$ cat config.mk
export PLATFORM = sky130hd
export DESIGN_NAME = vdb_decode_branch
export DESIGN_NICKNAME = d
export VERILOG_FILES = /design/src/rtl/vdb_pkg.sv /design/src/rtl/vdb_field_split.sv /design/src/rtl/vdb_opcode_class.sv /design/src/rtl/vdb_cond_eval.sv /design/src/rtl/vdb_decode_branch.sv
export SDC_FILE = /design/constraint.sdc
export NUM_CORES = 1
export LEC_CHECK = 0
export ABC_AREA = 1
export BUFFER_PORTS_ARGS = -buffer_cell sky130_fd_sc_hd__buf_2
export CELL_PAD_IN_SITES_DETAIL_PLACEMENT = 1
export CELL_PAD_IN_SITES_GLOBAL_PLACEMENT = 1
export CORE_AREA = 2 2 153 155
export CTS_CLUSTER_DIAMETER = 150
export DETAILED_ROUTE_END_ITERATION = 8
export DIE_AREA = 0 0 155 157
export GPL_ROUTABILITY_DRIVEN = 0
export GPL_TIMING_DRIVEN = 0
export PLACE_DENSITY_LB_ADDON = 0.1
export SYNTH_ARGS = -nofsm -noshare
export SYNTH_HDL_FRONTEND = slang
export SYNTH_SLANG_ARGS = --single-unit
$ cat constraint.sdc
create_clock -name clk -period 5.95 [get_ports clk]
set_input_delay 0.8925 -clock clk [delete_from_list [all_inputs] [get_ports clk]]
set_output_delay 0.8925 -clock clk [all_outputs]
set_load 0.005 [all_outputs]
$ cat src/rtl/vdb_pkg.sv
package vdb_pkg;

  localparam int unsigned TYPE_BIT = 6;

  localparam logic [6:0] OPC_HOLE   = 7'h06;
  localparam logic [6:0] OPC_T1_TOP = 7'h2D;
  localparam logic [6:0] OPC_DBG    = 7'h1E;
  localparam logic [6:0] OPC_T2_TOP = 7'h44;
  localparam logic [6:0] OPC_JUMP   = 7'h58;

  typedef enum logic [2:0] {
    CC_GT = 3'd0,
    CC_LT = 3'd1,
    CC_EQ = 3'd2,
    CC_NE = 3'd3,
    CC_GE = 3'd4,
    CC_LE = 3'd5,
    CC_R6 = 3'd6,
    CC_R7 = 3'd7
  } cond_e;

  typedef struct packed {
    logic       legal;
    logic       imm_form;
    logic       cond_jump;
    logic       uncond;
    logic       nop_alias;
    logic [1:0] comp;
    cond_e      cond;
  } op_class_t;

endpackage

$ cat src/rtl/vdb_field_split.sv
module vdb_field_split #(
  parameter int unsigned OP_W   = 16,
  parameter int unsigned ADDR_W = 16,
  localparam int unsigned INSTR_W = OP_W + 3 * ADDR_W,
  localparam int unsigned IMM_W   = 2 * ADDR_W
) (
  input  logic [INSTR_W-1:0] instr,
  output logic [OP_W-1:0]    op,
  output logic [ADDR_W-1:0]  dst,
  output logic [ADDR_W-1:0]  s1,
  output logic [ADDR_W-1:0]  s2,
  output logic [IMM_W-1:0]   imm
);
  assign op  = instr[INSTR_W-1 -: OP_W];
  assign dst = instr[3*ADDR_W-1 -: ADDR_W];
  assign s1  = instr[2*ADDR_W-1 -: ADDR_W];
  assign s2  = instr[ADDR_W-1:0];
  assign imm = instr[IMM_W-1:0];
endmodule

$ cat src/rtl/vdb_opcode_class.sv
module vdb_opcode_class
  import vdb_pkg::*;
#(
  parameter int unsigned OP_W = 16
) (
  input  logic [OP_W-1:0] op,
  output op_class_t       cls
);
  logic [6:0] low;
  logic       upper_clear;
  logic       t1_ok;
  logic       t2_ok;

  assign low         = op[6:0];
  assign upper_clear = (op[OP_W-1:7] == '0);
  assign t1_ok       = !low[TYPE_BIT] && (low <= OPC_T1_TOP) && (low != OPC_HOLE);
  assign t2_ok       = low[TYPE_BIT] && ((low <= OPC_T2_TOP) || (low == OPC_JUMP));

  always_comb begin
    cls           = '0;
    cls.legal     = upper_clear && (t1_ok || t2_ok);
    cls.imm_form  = cls.legal && low[TYPE_BIT];
    cls.cond_jump = upper_clear && !low[TYPE_BIT] && !low[5] &&
                    (low[4:3] != 2'b00) && (low[2:1] != 2'b11);
    cls.uncond    = upper_clear && (low == OPC_JUMP);
    cls.nop_alias = upper_clear && (low == OPC_DBG);
    cls.comp      = low[4:3];
    cls.cond      = cond_e'(low[2:0]);
  end
endmodule

$ cat src/rtl/vdb_cond_eval.sv
module vdb_cond_eval
  import vdb_pkg::*;
#(
  parameter int unsigned COMP_W = 32,
  parameter int unsigned NCOMP  = 3,
  localparam int unsigned VEC_W = NCOMP * COMP_W
) (
  input  logic [VEC_W-1:0] a,
  input  logic [VEC_W-1:0] b,
  input  logic [1:0]       comp,
  input  cond_e            cond,
  output logic             hit
);
  logic signed [COMP_W-1:0] ca [NCOMP];
  logic signed [COMP_W-1:0] cb [NCOMP];
  logic signed [COMP_W-1:0] xa;
  logic signed [COMP_W-1:0] xb;

  for (genvar g = 0; g < NCOMP; g++) begin : g_lane
    assign ca[g] = a[g*COMP_W +: COMP_W];
    assign cb[g] = b[g*COMP_W +: COMP_W];
  end

  always_comb begin
    xa = '0;
    xb = '0;
    for (int k = 0; k < NCOMP; k++) begin
      if (int'(comp) == k + 1) begin
        xa = ca[k];
        xb = cb[k];
      end
    end
  end

  always_comb begin
    unique case (cond)
      CC_GT:   hit = xa >  xb;
      CC_LT:   hit = xa <  xb;
      CC_EQ:   hit = xa == xb;
      CC_NE:   hit = xa != xb;
      CC_GE:   hit = xa >= xb;
      CC_LE:   hit = xa <= xb;
      default: hit = 1'b0;
    endcase
  end
endmodule

$ cat src/rtl/vdb_decode_branch.sv
module vdb_decode_branch
  import vdb_pkg::*;
#(
  parameter int unsigned OP_W   = 16,
  parameter int unsigned ADDR_W = 16,
  parameter int unsigned COMP_W = 32,
  parameter int unsigned NCOMP  = 3,
  localparam int unsigned INSTR_W = OP_W + 3 * ADDR_W,
  localparam int unsigned IMM_W   = 2 * ADDR_W,
  localparam int unsigned VEC_W   = NCOMP * COMP_W
) (
  input  logic               clk,
  input  logic               rst,
  input  logic               in_valid,
  input  logic [INSTR_W-1:0] instr,
  input  logic [VEC_W-1:0]   src_a,
  input  logic [VEC_W-1:0]   src_b,
  input  logic [ADDR_W-1:0]  pc,
  output logic               out_valid,
  output logic [OP_W-1:0]    op_out,
  output logic [ADDR_W-1:0]  dst_out,
  output logic [ADDR_W-1:0]  src1_out,
  output logic [ADDR_W-1:0]  src2_out,
  output logic [IMM_W-1:0]   imm_out,
  output logic               is_imm,
  output logic               is_jump,
  output logic               taken,
  output logic               illegal,
  output logic [ADDR_W-1:0]  next_pc
);
  logic [OP_W-1:0]   f_op;
  logic [ADDR_W-1:0] f_dst;
  logic [ADDR_W-1:0] f_s1;
  logic [ADDR_W-1:0] f_s2;
  logic [IMM_W-1:0]  f_imm;
  op_class_t         cls;
  logic              cmp_hit;

  vdb_field_split #(.OP_W(OP_W), .ADDR_W(ADDR_W)) u_split (
    .instr (instr),
    .op    (f_op),
    .dst   (f_dst),
    .s1    (f_s1),
    .s2    (f_s2),
    .imm   (f_imm)
  );

  vdb_opcode_class #(.OP_W(OP_W)) u_class (
    .op  (f_op),
    .cls (cls)
  );

  vdb_cond_eval #(.COMP_W(COMP_W), .NCOMP(NCOMP)) u_cmp (
    .a    (src_a),
    .b    (src_b),
    .comp (cls.comp),
    .cond (cls.cond),
    .hit  (cmp_hit)
  );

  logic              d_jump;
  logic              d_taken;
  logic [OP_W-1:0]   d_op;
  logic [ADDR_W-1:0] d_s1;
  logic [ADDR_W-1:0] d_s2;
  logic [IMM_W-1:0]  d_imm;
  logic [ADDR_W-1:0] d_next;

  always_comb begin
    d_jump  = cls.legal && (cls.cond_jump || cls.uncond);
    d_taken = cls.legal && (cls.uncond || (cls.cond_jump && cmp_hit));
    d_op    = (cls.legal && !cls.nop_alias) ? f_op : '0;
    d_s1    = (cls.legal && !cls.imm_form) ? f_s1 : '0;
    d_s2    = (cls.legal && !cls.imm_form) ? f_s2 : '0;
    d_imm   = cls.imm_form ? f_imm : '0;
    d_next  = d_taken ? f_dst : pc + 1'b1;
  end

  always_ff @(posedge clk) begin
    if (rst) begin
      out_valid <= 1'b0;
      op_out    <= '0;
      dst_out   <= '0;
      src1_out  <= '0;
      src2_out  <= '0;
      imm_out   <= '0;
      is_imm    <= 1'b0;
      is_jump   <= 1'b0;
      taken     <= 1'b0;
      illegal   <= 1'b0;
      next_pc   <= '0;
    end else begin
      out_valid <= in_valid;
      op_out    <= d_op;
      dst_out   <= f_dst;
      src1_out  <= d_s1;
      src2_out  <= d_s2;
      imm_out   <= d_imm;
      is_imm    <= cls.imm_form;
      is_jump   <= d_jump;
      taken     <= d_taken;
      illegal   <= !cls.legal;
      next_pc   <= d_next;
    end
  end
endmodule

# [Word level (Yosys, flattened, before mapping)]
# Index checks and enable logic that the tools add are counted.
[op_classes] n_addsub=1 mul=0 div=0 n_lt_le_gt_ge=6 eq_ne=14 shift=0 muxes=8 bitwise=3 n_reduce_logical=31
[ops] cell="2-to-1 mux 32 bit" n=6
[ops] cell="== test 32 bit" n=1
[ops] cell="greater-or-equal comparator 32 bit" n=1
[ops] cell="> comparator 32 bit" n=1
[ops] cell="<= comparator 32 bit" n=1
[ops] cell="less-than comparator 32 bit" n=1
[ops] cell="inequality test 32 bit" n=1
[ops] cell="adder 16 x 1 -> 16 bit, second input constant" n=1
[ops] cell="logical AND 1 bit" n=16
[ops] cell="2-to-1 mux 16 bit" n=1
[ops] cell="zero test 9 bit" n=1
[ops] cell="== test 7 x 5 -> 1 bit, second input constant" n=1
[ops] cell="== test 7 bit, second input constant" n=1
[ops] cell="<= comparator 7 x 6 -> 1 bit, second input constant" n=1
[ops] cell="<= comparator 7 bit, second input constant" n=1
[ops] cell="inequality test 7 x 3 -> 1 bit, second input constant" n=1
[ops] cell="== test 3 x 2 -> 1 bit, second input constant" n=2
[ops] cell="== test 3 bit, second input constant" n=2
[ops] cell="case mux 1 bit (6 select lines)" n=1
[ops] cell="OR reduction 2 bit" n=3
[ops] cell="zero test 1 bit" n=5
[ops] cell="== test 2 bit, second input constant" n=2
[ops] cell="logical OR 1 bit" n=4
[ops] cell="== test 3 x 1 -> 1 bit, second input constant" n=1
[ops] cell="5 further kinds" n=7
[totals] regBits=117 latch_bits=0 mem_bits_rw=0 mem_bits_ro=0 inputBits=275 out_inout_bits=117 mem_count=0

# [Depth between registers and ports, before layout]
[depth] word_depth=10 mapped_depth=26 mapped_depth_nobuf=24

# [Cells and area by module]
# A second synthesis with hierarchy kept.
[hier_totals] hier_cells=969 hier_area_um2=6760.2
[by_module_without_submodules] module="vdb_decode_branch" n_inst=1 cells_each=451 area_each_um2=3804.9 seq_area_each_um2=2342.2
[by_module_without_submodules] module="vdb_cond_eval" n_inst=1 cells_each=369 area_each_um2=2001.9 seq_area_each_um2=0.0
[by_module_without_submodules] module="vdb_field_split" n_inst=1 cells_each=96 area_each_um2=720.7 seq_area_each_um2=0.0
[by_module_without_submodules] module="vdb_opcode_class" n_inst=1 cells_each=53 area_each_um2=232.7 seq_area_each_um2=0.0

# [Worst setup path before layout]
# Ideal clock, no wire load.
[synth_path] path_kind="input -> register" startpoint="input instr[52]" endpoint="register next_pc[10]" arrival_ns=3.506 required_ns=5.835 slack_ns=2.329 stages=21 path_buffers=3 path_cell_list="buf_2 inv_1 nor2_1 clkbuf_1 a22o_1 a21oi_1 ha_1 nand2_1 nor2_1 nand4_1 nor3b_2 nand2_1 nand2_1 o21ai_1 nor2_1 nand2_1 inv_2 nand3_4 buf_6 a21oi_1 nor2_1"
[synth_between] elab_chain_len=10 word_cells_on_any_way=34 cone_classes="order compare (6); eq/ne (7); mux (8); reduce/logical (13)"
[synth_lines] element="start, declared" line="vdb_decode_branch.sv:15" rtl="input logic [INSTR_W-1:0] instr,"
[synth_lines] element="== test 2 bit" line="vdb_cond_eval.sv:28" rtl="if (int'(comp) == k + 1) begin"
[synth_lines] element="2-to-1 mux 32 bit (3 in series)" line="vdb_cond_eval.sv:28"
[synth_lines] element="<= comparator 32 bit, or another cell as far along" line="vdb_cond_eval.sv:42" rtl="CC_LE: hit = xa <= xb;"
[synth_lines] element="case mux 1 bit (6 select lines)" line="vdb_cond_eval.sv:36" rtl="unique case (cond)"
[synth_lines] element="logical AND 1 bit" line="vdb_decode_branch.sv:71" rtl="d_taken = cls.legal && (cls.uncond || (cls.cond_jump && cmp_hit));"
[synth_lines] element="logical OR 1 bit" line="vdb_decode_branch.sv:71"
[synth_lines] element="logical AND 1 bit *" line="vdb_decode_branch.sv:71"
[synth_lines] element="2-to-1 mux 16 bit *" line="vdb_decode_branch.sv:76" rtl="d_next = d_taken ? f_dst : pc + 1'b1;"
[synth_lines] element="end signal, assigned" line="vdb_decode_branch.sv:103" rtl="next_pc <= d_next;"
[synth_lines] element="end, declared" line="vdb_decode_branch.sv:29" rtl="output logic [ADDR_W-1:0] next_pc"
# Every way passes the cells marked *; elsewhere a longest branch is shown, timed or not.
# A chain may end at the register's enable or synchronous reset.

# [Worst setup path after layout]
[layout_path] startpoint="input instr[52]" endpoint="register next_pc[15]"
# The elaborated chain is that of the path after synthesis.

==> results.ini <==
[clock_network]
htreeDepth = 4
clockBufferDepth = 2
root_buffer = clkbuf_16
clk_pin_slew_ps = 60
cts_hold_buf = 0
cts_tree = done
cts_made_buffers = 17
cts_sinks = 117
cts_setup_buffers = 0
ctsResizeCount = 0

[timing]
setup_viol = 0
post-route-period-util_pct = 67.2
slew_headroom_pct = 52.1
timing.final.hold_violations = 0
timing.fmax_mhz = 250
period_minus_slack_ps = 4000
worst_slew_pin_slew_ps = 715
slew_violations = 0
finalSetupTns_ps = 0
rsz0062_at_grt = false

[final_layout]
finalNetCount = 1479
final_area_um2 = 8600
area_delta_synth_final_pct = 53.1
drive_gt1_share_pct = 38.2
final_cell_mix = buf_2, nor2_1, nand2_1, dfxtp_1, inv_1
finish.utilization_pct = 38.2
n_fill_cell = 2879
stdcell_count = 1472
final_common_cell = buf_2

[flow_run]
drv_cap = 0

[place]
dpl.cell_count = 1437
placed_cell_area_um2 = 7950
dp_hpwl_um = 20300
io_buffers = 389

[synthesis]
synth.avg_cell_area_um2 = 7.44
synthDistinctLibCells = 37
syn_area_um2 = 5620
synth-main-ff-cell = dfxtp_1
async_reset_ff_share_pct = 0
seq_area_frac_synth_pct = 41.7
ys_seq_elements = 117
yosysWarningCount = 0
netlist_instances = 755
synth_edf_count = 0

[floorplanning]
fp.dieH_um = 157
initial_core_util_pct = 25.0
ios = 392
fp.dieArea_um2 = 24300
std_cell_rows = 55
die-width_um = 155
core_area_um2 = 22500

[setup_path]
start_kind = input pin
worstSetupPathType = in2reg
required_ps = 6260
cp.arrival_ps = 4310
path_max_fanout = 10
end_kind = flop

[route]
dr.pass1.iters = 5
via_count = 6482
routed_wirelength_um = 23900
drc = 0
ant_nets = 0
wire_per_inst_um = 16.2
viasPerCell = 4.40
drt_iter0_drc = 166

[global_routing]
grt_first_pass_wirelength_um = 36200
grt_use_total_pct = 19.3
grt_start_max_net_pins = 17
grt_pass1_vias = 6937
grt_overflow = 0
antenna_found_initial = 4

[power]
vdd_ir_drop_max_uv = 181
power.leakage_nw = 4.76
power_density_nw_per_um2 = 265

[min_path]
min_path_type = in2reg

[outcome]
outcome = finished, final reports clean

## power by group
part	switching, W	total [W]	internal (W)
clock network	0.000401	0.00111	0.000712
logic	0.000196	0.000362	0.000166
registers	0.00000354	0.000803	0.000800
total	0.000600	0.00228	0.00168
## cells by family after synthesis
logic type / synth area share [%]
AO/OA/AOI/OAI: 13.6
XOR/XNOR: 1.87
buffers and inverters: 7.86
AND/OR/NAND/NOR: 27.6
flip-flops: 41.7
adder cells (fa/ha/maj): 7.35
other: 0.0667
## final timing paths
path                  depth (start not counted)      start  slack [ps]          end
worst min-delay path                          3   in_valid         690    out_valid
worst max-delay path                         22  instr[52]        1950  next_pc[15]
## through the flow
step | power (W) | setup WS [ps] | hold WS (ps)
2_1_floorplan | 0.00101 | 2330 | 970
3_3_place_gp | 0.00118 | 1450 | 1100
3_5_place_dp | 0.00119 | 1430 | 1110
4_1_cts | 0.00232 | 1870 | 667
5_1_grt | 0.00240 | 1490 | 679
6_report | 0.00228 | 1950 | 690
## layer usage
layer  part of all wire (%)  vias to the layer above  GRT usage [%]
met1                     40                     2914           20.4
met3                    6.7                       26           5.04
met5                  0.054                        -              0
li1                       -                     3292              -
met4                    1.4                        2           5.64
met2                     52                      248           37.4
## final cells by class
class / instances / area, um2 / area share, %
plain buffers: 32 / 134 / 1.56
multi-input cells: 532 / 2870 / 33.3
well taps: 285 / 357 / 4.15
flip-flops and latches: 117 / 2340 / 27.2
diodes: 3 / 7.51 / 0.0873
repair buffers: 389 / 1950 / 22.6
clock inverters: 15 / 215 / 2.50
inverters: 82 / 308 / 3.58
clock buffers: 17 / 425 / 4.95
## cells in the mapped netlist (2+ instances only)
cell type	instances	area share, %
ha_1	33	7.3
a221o_1	4	0.71
o31ai_1	2	0.27
o221ai_1	2	0.31
xnor2_1	4	0.62
buf_1	3	0.20
clkbuf_1	23	1.5
nand4_1	8	0.89
buf_2	5	0.45
o21ai_0	8	0.71
nand2_1	119	7.9
inv_2	4	0.27
dfxtp_1	117	42
o22ai_1	4	0.45
nor3_2	4	0.71
nor2_1	149	10
nand2_2	8	0.89
nand3_1	44	3.9
inv_1	78	5.2
a22o_1	29	4.5
a21oi_1	66	5.9
xor2_1	8	1.2
nor3_1	19	1.7
## registers in the layout, indices dropped and copies added (netlist names)
register	cells
imm_out	32
dst_out	16
next_pc	16
op_out	16
src1_out	16
src2_out	16
illegal	1
is_imm	1
is_jump	1
out_valid	1
taken	1
## critical path, stage by stage
cell and delay [ps]:
buf_2 150, inv_1 110, nor2_1 560, clkbuf_1 490
a22o_1 220, a21oi_1 60, ha_1 330, nand2_1 70
nor2_1 150, nand4_1 120, nor3b_2 230, nand2_1 130
nand2_1 70, o21ai_1 60, nor2_1 80, nand2_1 70
inv_2 60, nand3_4 100, nand2_2 180, inv_1 70
nand2_1 60, nand2_1 50
No activity file was read; power rests on OpenSTA's default activity.
